[src/rtl/pwrseq_pkg.sv]
package pwrseq_pkg;
  localparam int MODE_W  = 2;
  localparam int STATE_W = 2;

  typedef enum logic [MODE_W-1:0] {
    SEQ_HI_LEADS = 2'b00,
    SEQ_LO_LEADS = 2'b01,
    SEQ_INDEP    = 2'b10,
    SEQ_INDEP_X  = 2'b11
  } seq_mode_e;

  typedef enum logic [STATE_W-1:0] {
    ST_SHUTDOWN = 2'b00,
    ST_STANDBY  = 2'b01,
    ST_RUN      = 2'b10
  } op_state_e;

  function automatic logic mode_sequenced(input logic [MODE_W-1:0] m);
    return ~m[MODE_W-1];
  endfunction

  function automatic logic mode_hi_leads(input logic [MODE_W-1:0] m);
    return (m == SEQ_HI_LEADS);
  endfunction
endpackage

[src/rtl/pwrseq_edge.sv]
module pwrseq_edge #(
  parameter logic INIT = 1'b1
) (
  input  logic clk,
  input  logic rst,
  input  logic din,
  output logic rise
);
  logic prev_q;

  always_ff @(posedge clk) begin
    if (rst) prev_q <= INIT;
    else     prev_q <= din;
  end

  assign rise = din & ~prev_q;
endmodule

[src/rtl/pwrseq_chain.sv]
module pwrseq_chain (
  input  logic clk,
  input  logic rst,
  input  logic allow,
  input  logic start_rise,
  input  logic hold,
  input  logic mode_same,
  input  logic cap_above,
  output logic lead_d,
  output logic trail_d
);
  logic lead_q, trail_q;
  logic lead_keep, trail_keep, trail_go;

  assign lead_keep  = lead_q & mode_same;
  assign trail_keep = trail_q & mode_same;
  assign trail_go   = lead_keep & cap_above;

  always_comb begin
    lead_d  = allow & hold & (lead_keep | start_rise);
    trail_d = lead_d & (trail_keep | trail_go);
  end

  always_ff @(posedge clk) begin
    if (rst) begin
      lead_q  <= 1'b0;
      trail_q <= 1'b0;
    end else begin
      lead_q  <= lead_d;
      trail_q <= trail_d;
    end
  end
endmodule

[src/rtl/pwrseq_outreg.sv]
module pwrseq_outreg
  import pwrseq_pkg::*;
#(
  parameter int MW = MODE_W,
  parameter int SW = STATE_W
) (
  input  logic          clk,
  input  logic          rst,
  input  logic          shdn_n,
  input  logic [MW-1:0] mode,
  input  logic          run_pri,
  input  logic          run_sec,
  input  logic          lead_d,
  input  logic          trail_d,
  output logic          bias_en,
  output logic          en_lo,
  output logic          en_hi,
  output logic          pg_both,
  output logic [SW-1:0] op_state
);
  logic seq, hi_first, nxt_lo, nxt_hi;
  op_state_e nxt_state;

  always_comb begin
    seq      = mode_sequenced(mode);
    hi_first = mode_hi_leads(mode);
    if (!seq) begin
      nxt_lo = shdn_n & run_pri;
      nxt_hi = shdn_n & run_sec;
    end else if (hi_first) begin
      nxt_lo = shdn_n & trail_d;
      nxt_hi = shdn_n & lead_d;
    end else begin
      nxt_lo = shdn_n & lead_d;
      nxt_hi = shdn_n & trail_d;
    end
    if (!shdn_n)                nxt_state = ST_SHUTDOWN;
    else if (nxt_lo || nxt_hi)  nxt_state = ST_RUN;
    else                        nxt_state = ST_STANDBY;
  end

  always_ff @(posedge clk) begin
    if (rst) begin
      bias_en  <= 1'b0;
      en_lo    <= 1'b0;
      en_hi    <= 1'b0;
      pg_both  <= 1'b0;
      op_state <= SW'(ST_SHUTDOWN);
    end else begin
      bias_en  <= shdn_n;
      en_lo    <= nxt_lo;
      en_hi    <= nxt_hi;
      pg_both  <= seq;
      op_state <= SW'(nxt_state);
    end
  end
endmodule

[src/rtl/pwrseq_top.sv]
module pwrseq_top
  import pwrseq_pkg::*;
#(
  parameter int MW = MODE_W,
  parameter int SW = STATE_W
) (
  input  logic          clk,
  input  logic          rst,
  input  logic          shdn_n,
  input  logic          run_pri,
  input  logic          run_sec,
  input  logic [MW-1:0] seq_mode,
  input  logic          cap_above,
  output logic          bias_en,
  output logic          en_lo,
  output logic          en_hi,
  output logic          pg_both,
  output logic [SW-1:0] op_state
);
  logic          pri_rise;
  logic [MW-1:0] mode_q;
  logic          mode_same, allow, lead_d, trail_d;

  always_ff @(posedge clk) begin
    if (rst) mode_q <= MW'(SEQ_INDEP);
    else     mode_q <= seq_mode;
  end

  assign mode_same = (mode_q == seq_mode);
  assign allow     = shdn_n & mode_sequenced(seq_mode);

  pwrseq_edge #(.INIT(1'b1)) u_edge (
    .clk  (clk),
    .rst  (rst),
    .din  (run_pri),
    .rise (pri_rise)
  );

  pwrseq_chain u_chain (
    .clk        (clk),
    .rst        (rst),
    .allow      (allow),
    .start_rise (pri_rise),
    .hold       (run_pri),
    .mode_same  (mode_same),
    .cap_above  (cap_above),
    .lead_d     (lead_d),
    .trail_d    (trail_d)
  );

  pwrseq_outreg #(.MW(MW), .SW(SW)) u_out (
    .clk      (clk),
    .rst      (rst),
    .shdn_n   (shdn_n),
    .mode     (seq_mode),
    .run_pri  (run_pri),
    .run_sec  (run_sec),
    .lead_d   (lead_d),
    .trail_d  (trail_d),
    .bias_en  (bias_en),
    .en_lo    (en_lo),
    .en_hi    (en_hi),
    .pg_both  (pg_both),
    .op_state (op_state)
  );
endmodule

[config.mk]
export PLATFORM = sky130hd
export DESIGN_NAME = pwrseq_top
export DESIGN_NICKNAME = d
export VERILOG_FILES = /design/src/rtl/pwrseq_pkg.sv /design/src/rtl/pwrseq_edge.sv /design/src/rtl/pwrseq_chain.sv /design/src/rtl/pwrseq_outreg.sv /design/src/rtl/pwrseq_top.sv
export SDC_FILE = /design/constraint.sdc
export NUM_CORES = 1
export LEC_CHECK = 0
export BUFFER_PORTS_ARGS = -buffer_cell sky130_fd_sc_hd__buf_2
export CAP_MARGIN = 15
export CELL_PAD_IN_SITES_DETAIL_PLACEMENT = 1
export CELL_PAD_IN_SITES_GLOBAL_PLACEMENT = 1
export CORE_AREA = 3 3 40 42
export DETAILED_ROUTE_END_ITERATION = 7
export DIE_AREA = 0 0 43 45
export PLACE_DENSITY = 0.78
export SETUP_SLACK_MARGIN = 0.05
export SYNTH_ARGS = -nofsm -noshare
export SYNTH_HDL_FRONTEND = slang
export SYNTH_SLANG_ARGS = --single-unit
[constraint.sdc]
create_clock -name clk -period 1.6 [get_ports clk]
set_input_delay 0.32 -clock clk [delete_from_list [all_inputs] [get_ports clk]]
set_output_delay 0.32 -clock clk [all_outputs]
set_load 0.03 [all_outputs]
Word-level counts from Yosys, hierarchy flattened
Cells that the tools add are included.

operators by class
  equal/unequal tests = 1
  multiplexer cells = 5
  bitwise gates (word level) = 17
  reductions and logical operators = 3

operators with widths
  cell                count
  $and A1 B1 Y1       12
  $mux W1             4
  $not A1 Y1          3
  $eq A2 B2 Y1        1
  $logic_not A2 Y1    1
  $mux W2             1
  $or A1 B1 Y1        2
  $reduce_or A2 Y1    1
  $logic_or A1 B1 Y1  1

storage, ports and cells
  input bits = 8
  output and inout bits = 6
  bits in registers = 11

Depth between registers and ports, before layout
  word-level depth = 10
  mapped depth = 4
  gate-level depth less buffers = 4

Modules after synthesis
Synthesis repeated with hierarchy kept, for this count alone.

second synthesis, totals
  cells, all modules = 40
  area total of the unflattened synthesis = 427.9 um2

by module, submodules not included
  module         area an instance (um2)  cells each  times used  sequential area each (um2)
  pwrseq_outreg  211.5                   18          1           120.1
  pwrseq_chain   101.3                   11          1           40.0
  pwrseq_top     82.6                    8           1           40.0
  pwrseq_edge    32.5                    3           1           20.0

Worst setup path after synthesis
OpenSTA, ideal clock, no wires.

  path type = input-to-reg
  start point = input port seq_mode[0]
  end point = register u_out.op_state[0]
  slack = 236 ps
  data required time = 1484 ps
  setup time = 116 ps
  cell stages on the path = 4
  arrival time = 1248 ps
  cells stage by stage = xnor2_1 a31oi_1 a221o_2 and4_1

on the way
  word-level cells in the longest chain between the ends = 10
  elaborated cells between the ends (all ways) = 17
  classes of those cells = eq/ne (1); mux (5); bitwise (9); reduce/logical (2)

RTL lines
  what                                                  RTL line                                  text
  from (decl)                                           pwrseq_top.sv:12                          input logic [MW-1:0] seq_mode,
  $eq A2 B2 Y1                                          pwrseq_top.sv:29                          assign mode_same = (mode_q == seq_mode);
  $and A1 B1 Y1                                         pwrseq_chain.sv:15                        assign lead_keep = lead_q & mode_same;
  $or A1 B1 Y1 / $and A1 B1 Y1 (equally long branches)  pwrseq_chain.sv:20, pwrseq_chain.sv:17
  $and A1 B1 Y1 / $or A1 B1 Y1 (equally long branches)  pwrseq_chain.sv:20, pwrseq_chain.sv:21
  $and A1 B1 Y1                                         pwrseq_chain.sv:21                        trail_d = lead_d & (trail_keep | trail_go);
  $and A1 B1 Y1                                         pwrseq_outreg.sv:31, pwrseq_outreg.sv:35
  $mux W1                                               pwrseq_outreg.sv:30                       end else if (hi_first) begin
  $mux W1                                               pwrseq_outreg.sv:27                       if (!seq) begin
  $logic_or A1 B1 Y1 (*)                                pwrseq_outreg.sv:38                       else if (nxt_lo || nxt_hi) nxt_state = ST_RUN;
  $mux W2 (*)                                           pwrseq_outreg.sv:38
  to (signal assigned)                                  pwrseq_outreg.sv:48                       op_state <= SW'(ST_SHUTDOWN);
  to (signal assigned)                                  pwrseq_outreg.sv:54                       op_state <= SW'(nxt_state);
  to (decl)                                             pwrseq_outreg.sv:19                       output logic [SW-1:0] op_state

Every way passes the cells marked *; elsewhere a longest branch is shown, timed or not.
A chain may end at the register's enable or synchronous reset.

Final worst setup path
  start point = register mode_q[0]
  end point = register u_out.op_state[1]

on the way
  word-level cells in the longest chain between the ends = 10
  elaborated cells between the ends (all ways) = 16
  classes of those cells = eq/ne (1); mux (5); bitwise (9); reduce/logical (1)

RTL lines
  what                                                  RTL line                                  text
  from (decl)                                           pwrseq_top.sv:21                          logic [MW-1:0] mode_q;
  from (signal assigned)                                pwrseq_top.sv:25                          if (rst) mode_q <= MW'(SEQ_INDEP);
  from (signal assigned)                                pwrseq_top.sv:26                          else mode_q <= seq_mode;
  $eq A2 B2 Y1 (*)                                      pwrseq_top.sv:29
  $and A1 B1 Y1                                         pwrseq_chain.sv:15
  $or A1 B1 Y1 / $and A1 B1 Y1 (equally long branches)  pwrseq_chain.sv:20, pwrseq_chain.sv:17
  $and A1 B1 Y1 / $or A1 B1 Y1 (equally long branches)  pwrseq_chain.sv:20, pwrseq_chain.sv:21
  $and A1 B1 Y1                                         pwrseq_chain.sv:21
  $and A1 B1 Y1                                         pwrseq_outreg.sv:31, pwrseq_outreg.sv:35
  $mux W1                                               pwrseq_outreg.sv:30
  $mux W1                                               pwrseq_outreg.sv:27
  $logic_or A1 B1 Y1 (*)                                pwrseq_outreg.sv:38
  $mux W2 (*)                                           pwrseq_outreg.sv:38

Marked as above.

==> impl_metrics.csv <==
group,metric,value,unit
yosys,ys_warn_count,0,
critical_path,path_max_fanout,3,
sta,setup_violations,0,
critical_path,cp-start-kind,"flip-flop",
run,maxCapViolations,0,
grt,overflow,0,
clocking,cts.clk_slew.worst_paths,0.07,ns
sta,skew,0.00412,ns
yosys,synthDistinctLibCells,19,
yosys,synth-edff-count,0,
routing,ant_nets,0,
yosys,synth_commonest_cells,"11 x dfxtp_1, 7 x nor2_1, 4 x inv_1",
clocking,cts_buffers,3,
grt,grt_pass1_wl,1630,um
yosys,synth-seq-cells,11,
yosys,yosys-top-cells-area,"dfxtp_1 55%, nor2_1 6.6%, xnor2_2 4.1%, a311oi_2 3.8%, inv_1 3.8%",
place,placedCellCount,70,
sta,tightestPinTransition,0.243,ns
clocking,cts-root-buf,"clkbuf_4",
critical_path,critPathKind,"reg2reg",
die,dieArea,1940,um^2
routing,viasPerCell,5.05,
critical_path,cp_cell_sequence,"xnor2_2, nand4_1, a2111o_1, a311oi_2",
clocking,insertion_delay,0.27,ns
critical_path,rr_worst_depth,4,
sta,fmax,699,MHz
clocking,clock-sinks,11,
die,die_w,43,um
place,place_congestion,0.781,
finish,synthToLayoutAreaGrowth,33.1,%
critical_path,critPathCaptureType,"flip-flop",
critical_path,rrSetupSlack,0.17,ns
place,port_buffers,13,
routing,dr.pass1.iters,4,
routing,drc,0,
status,status,"completed",
routing,routed_wl,1050,um
grt,grtUsageTotal,12.0,%
power_and_ir_drop,sw_frac_of_total,25.8,%
routing,vias,374,
clocking,cts_setup_buffers,0,
critical_path,cp_data_required_time,1.78,ns
routing,wl_per_cell,14.2,um
power_and_ir_drop,power.share.clock,34.0,%
yosys,synth.top_cell.area_share,55.0,%
finish,final_nets,68,
yosys,yosysTopAreaCell,"dfxtp_1",
critical_path,cp_slowest_stage_delay,0.43,ns
critical_path,r2r-end,"u_out.op_state[1]",
power_and_ir_drop,power.density,1040,nW/um^2
sta,hold_viol,0,
clocking,cts_tree,"yes",
sta,maxSlewHeadroom,83.7,%
sta,fin_tns_setup,0,ns
grt,top_usage_layer,"met2",
yosys,synth.net_count,48,
finish,final_cells,74,
sta,rsz0062_at_grt,"false",
grt,grt_start_max_net_pins,8,
power_and_ir_drop,pwr-share-seq,52.3,%
finish,antenna_cells,0,
sta,period_share,89.4,%
yosys,synth_area,400,um^2
finish,drive_above_1_share,39.0,%
clocking,cts_resized,0,
power_and_ir_drop,p_sw,0.143,mW
power_and_ir_drop,ir_worst_vdd,0.493,mV
yosys,dominantRegCellSynth,"dfxtp_1",
die,core,1280,um^2
clocking,clock_path_buffers,2,
die,die_h,45,um
yosys,synthCells,40,
critical_path,crit_path_top_delay_cell,"a2111o_1",
place,place_ws,-0.0599,ns
power_and_ir_drop,comb_power_share,13.6,%
routing,drtIter0Drc,5,
die,ios,14,
sta,slew_violations,0,
place,dp.final_hpwl,808,um
yosys,ys_seq_area_share,55.0,%
die,rows,13,
hold_path,hold_path_class,"in2reg",
hold_path,hold_depth,2,
hold_path,min_from,"run_pri",
clocking,cts_max_level,1,
hold_path,hold_end,"u_edge.prev_q",
grt,grt_use_met2,19.2,%
power_and_ir_drop,internal_power,0.410,mW
critical_path,crit_arrival,1.61,ns
clocking,postCtsHoldBufs,0,
grt,met1_usage,13.2,%
sta,min_period,1.43,ns
yosys,synth.most_common_cell,"dfxtp_1",
critical_path,worstReg2RegStart,"mode_q[0]",
sta,setup_ws,0.170,ns
power_and_ir_drop,leakage,0.255,nW
yosys,async_flop_share,0,%
die,start_util,31.2,%
grt,grt_antenna_before_repair,0,
grt,grt_pass1_vias,367,
grt,gr-usage-met3,5.58,%
finish,fill_cells,160,
yosys,synth_area_per_cell,10.0,um^2
per-stage QoR:
stage	total power [mW]	utilization, %	hold slack [ns]	cell area [um^2]
2_1_floorplan	0.335	-	0.389	400
3_3_place_gp	0.365	38.9	0.528	499
3_5_place_dp	0.368	38.9	0.534	499
4_1_cts	0.562	40.9	0.246	526
5_1_grt	0.585	41.5	0.250	533
6_report	0.553	41.5	0.252	533
metal layers:
metal  vias to the layer above  share of wire, %
met2                        12                51
met1                       181                43
met3                         2               5.2
met5                         -                 0
li1                        179                 -
met4                         0               1.5
registers in the layout (all words and copies together) (netlist names):
register and count:
u_out.bias_en 1, u_out.pg_both 1, u_chain.trail_q 1, u_out.en_lo 1, mode_q 2, u_out.en_hi 1, u_chain.lead_q 1, u_out.op_state 2
u_edge.prev_q 1
logic make-up (layout without fill, tap and decap cells):
| logic type | count (synthesis) | count (layout) | synth area share, % |
|---|---|---|---|
| AO/OA/AOI/OAI | 7 | 7 | 15.3 |
| XOR/XNOR | 2 | 2 | 6.25 |
| buffers and inverters | 4 | 23 | 3.75 |
| flip-flops | 11 | 11 | 55.0 |
| AND/OR/NAND/NOR | 16 | 16 | 19.7 |
layout make-up:
type / count / area, um^2 / share of cell area (%)
Sequential cell: 11 / 220 / 41.3
Multi-Input combinational cell: 25 / 173 / 32.4
Timing Repair Buffer: 15 / 80.1 / 15.0
Clock buffer: 4 / 26.3 / 4.93
Tap cell: 15 / 18.8 / 3.52
Inverter: 4 / 15.0 / 2.82
power by group through the flow:
stage / clock [mW] / sequential, mW / combinational [mW]
3_5_place_dp: 0 / 0.295 / 0.0732
3_3_place_gp: 0 / 0.295 / 0.0702
6_report: 0.188 / 0.289 / 0.0755
5_1_grt: 0.214 / 0.290 / 0.0816
4_1_cts: 0.200 / 0.289 / 0.0738
2_1_floorplan: 0 / 0.308 / 0.0267
worst max-delay path by stage:
stage | startpoint | endpoint | slack (ns) | cells past startpoint
finish | mode_q[0] | u_out.op_state[1] | 0.17 | 4
global route | mode_q[1] | u_out.op_state[1] | 0.1 | 4
CTS | mode_q[0] | u_out.op_state[0] | 0.09 | 4
detailed placement | seq_mode[0] | u_out.op_state[0] | -0.06 | 5
global placement | seq_mode[0] | u_out.op_state[0] | -0.02 | 5
floorplan | seq_mode[0] | u_out.op_state[0] | 0.24 | 4
critical path: cells and delay by family, from the launching register on:
family,cells,cell delay (ns)
DFF,1,0.34
and+or+nand+nor,1,0.13
AOI/OAI and AO/OA,2,0.68
xor gates and xnor gates,1,0.20
cells in the final DEF (no fill, tap or decap):
master and n:
nor2_1 7, and4_1 1, nor4_1 1, buf_2 13, clkbuf_4 3, xnor2_2 2
nand3_1 2, nand2_1 1, a31oi_1 1, a311oi_2 1, nor3_1 1, a21oi_1 2
dfxtp_1 11, clkbuf_1 1, inv_1 4, nor2b_1 1, a21o_1 1, a2111o_1 1
a221o_2 1, or2_2 1, buf_4 2, nand4_1 1
Power figures use the tool's default switching activity.
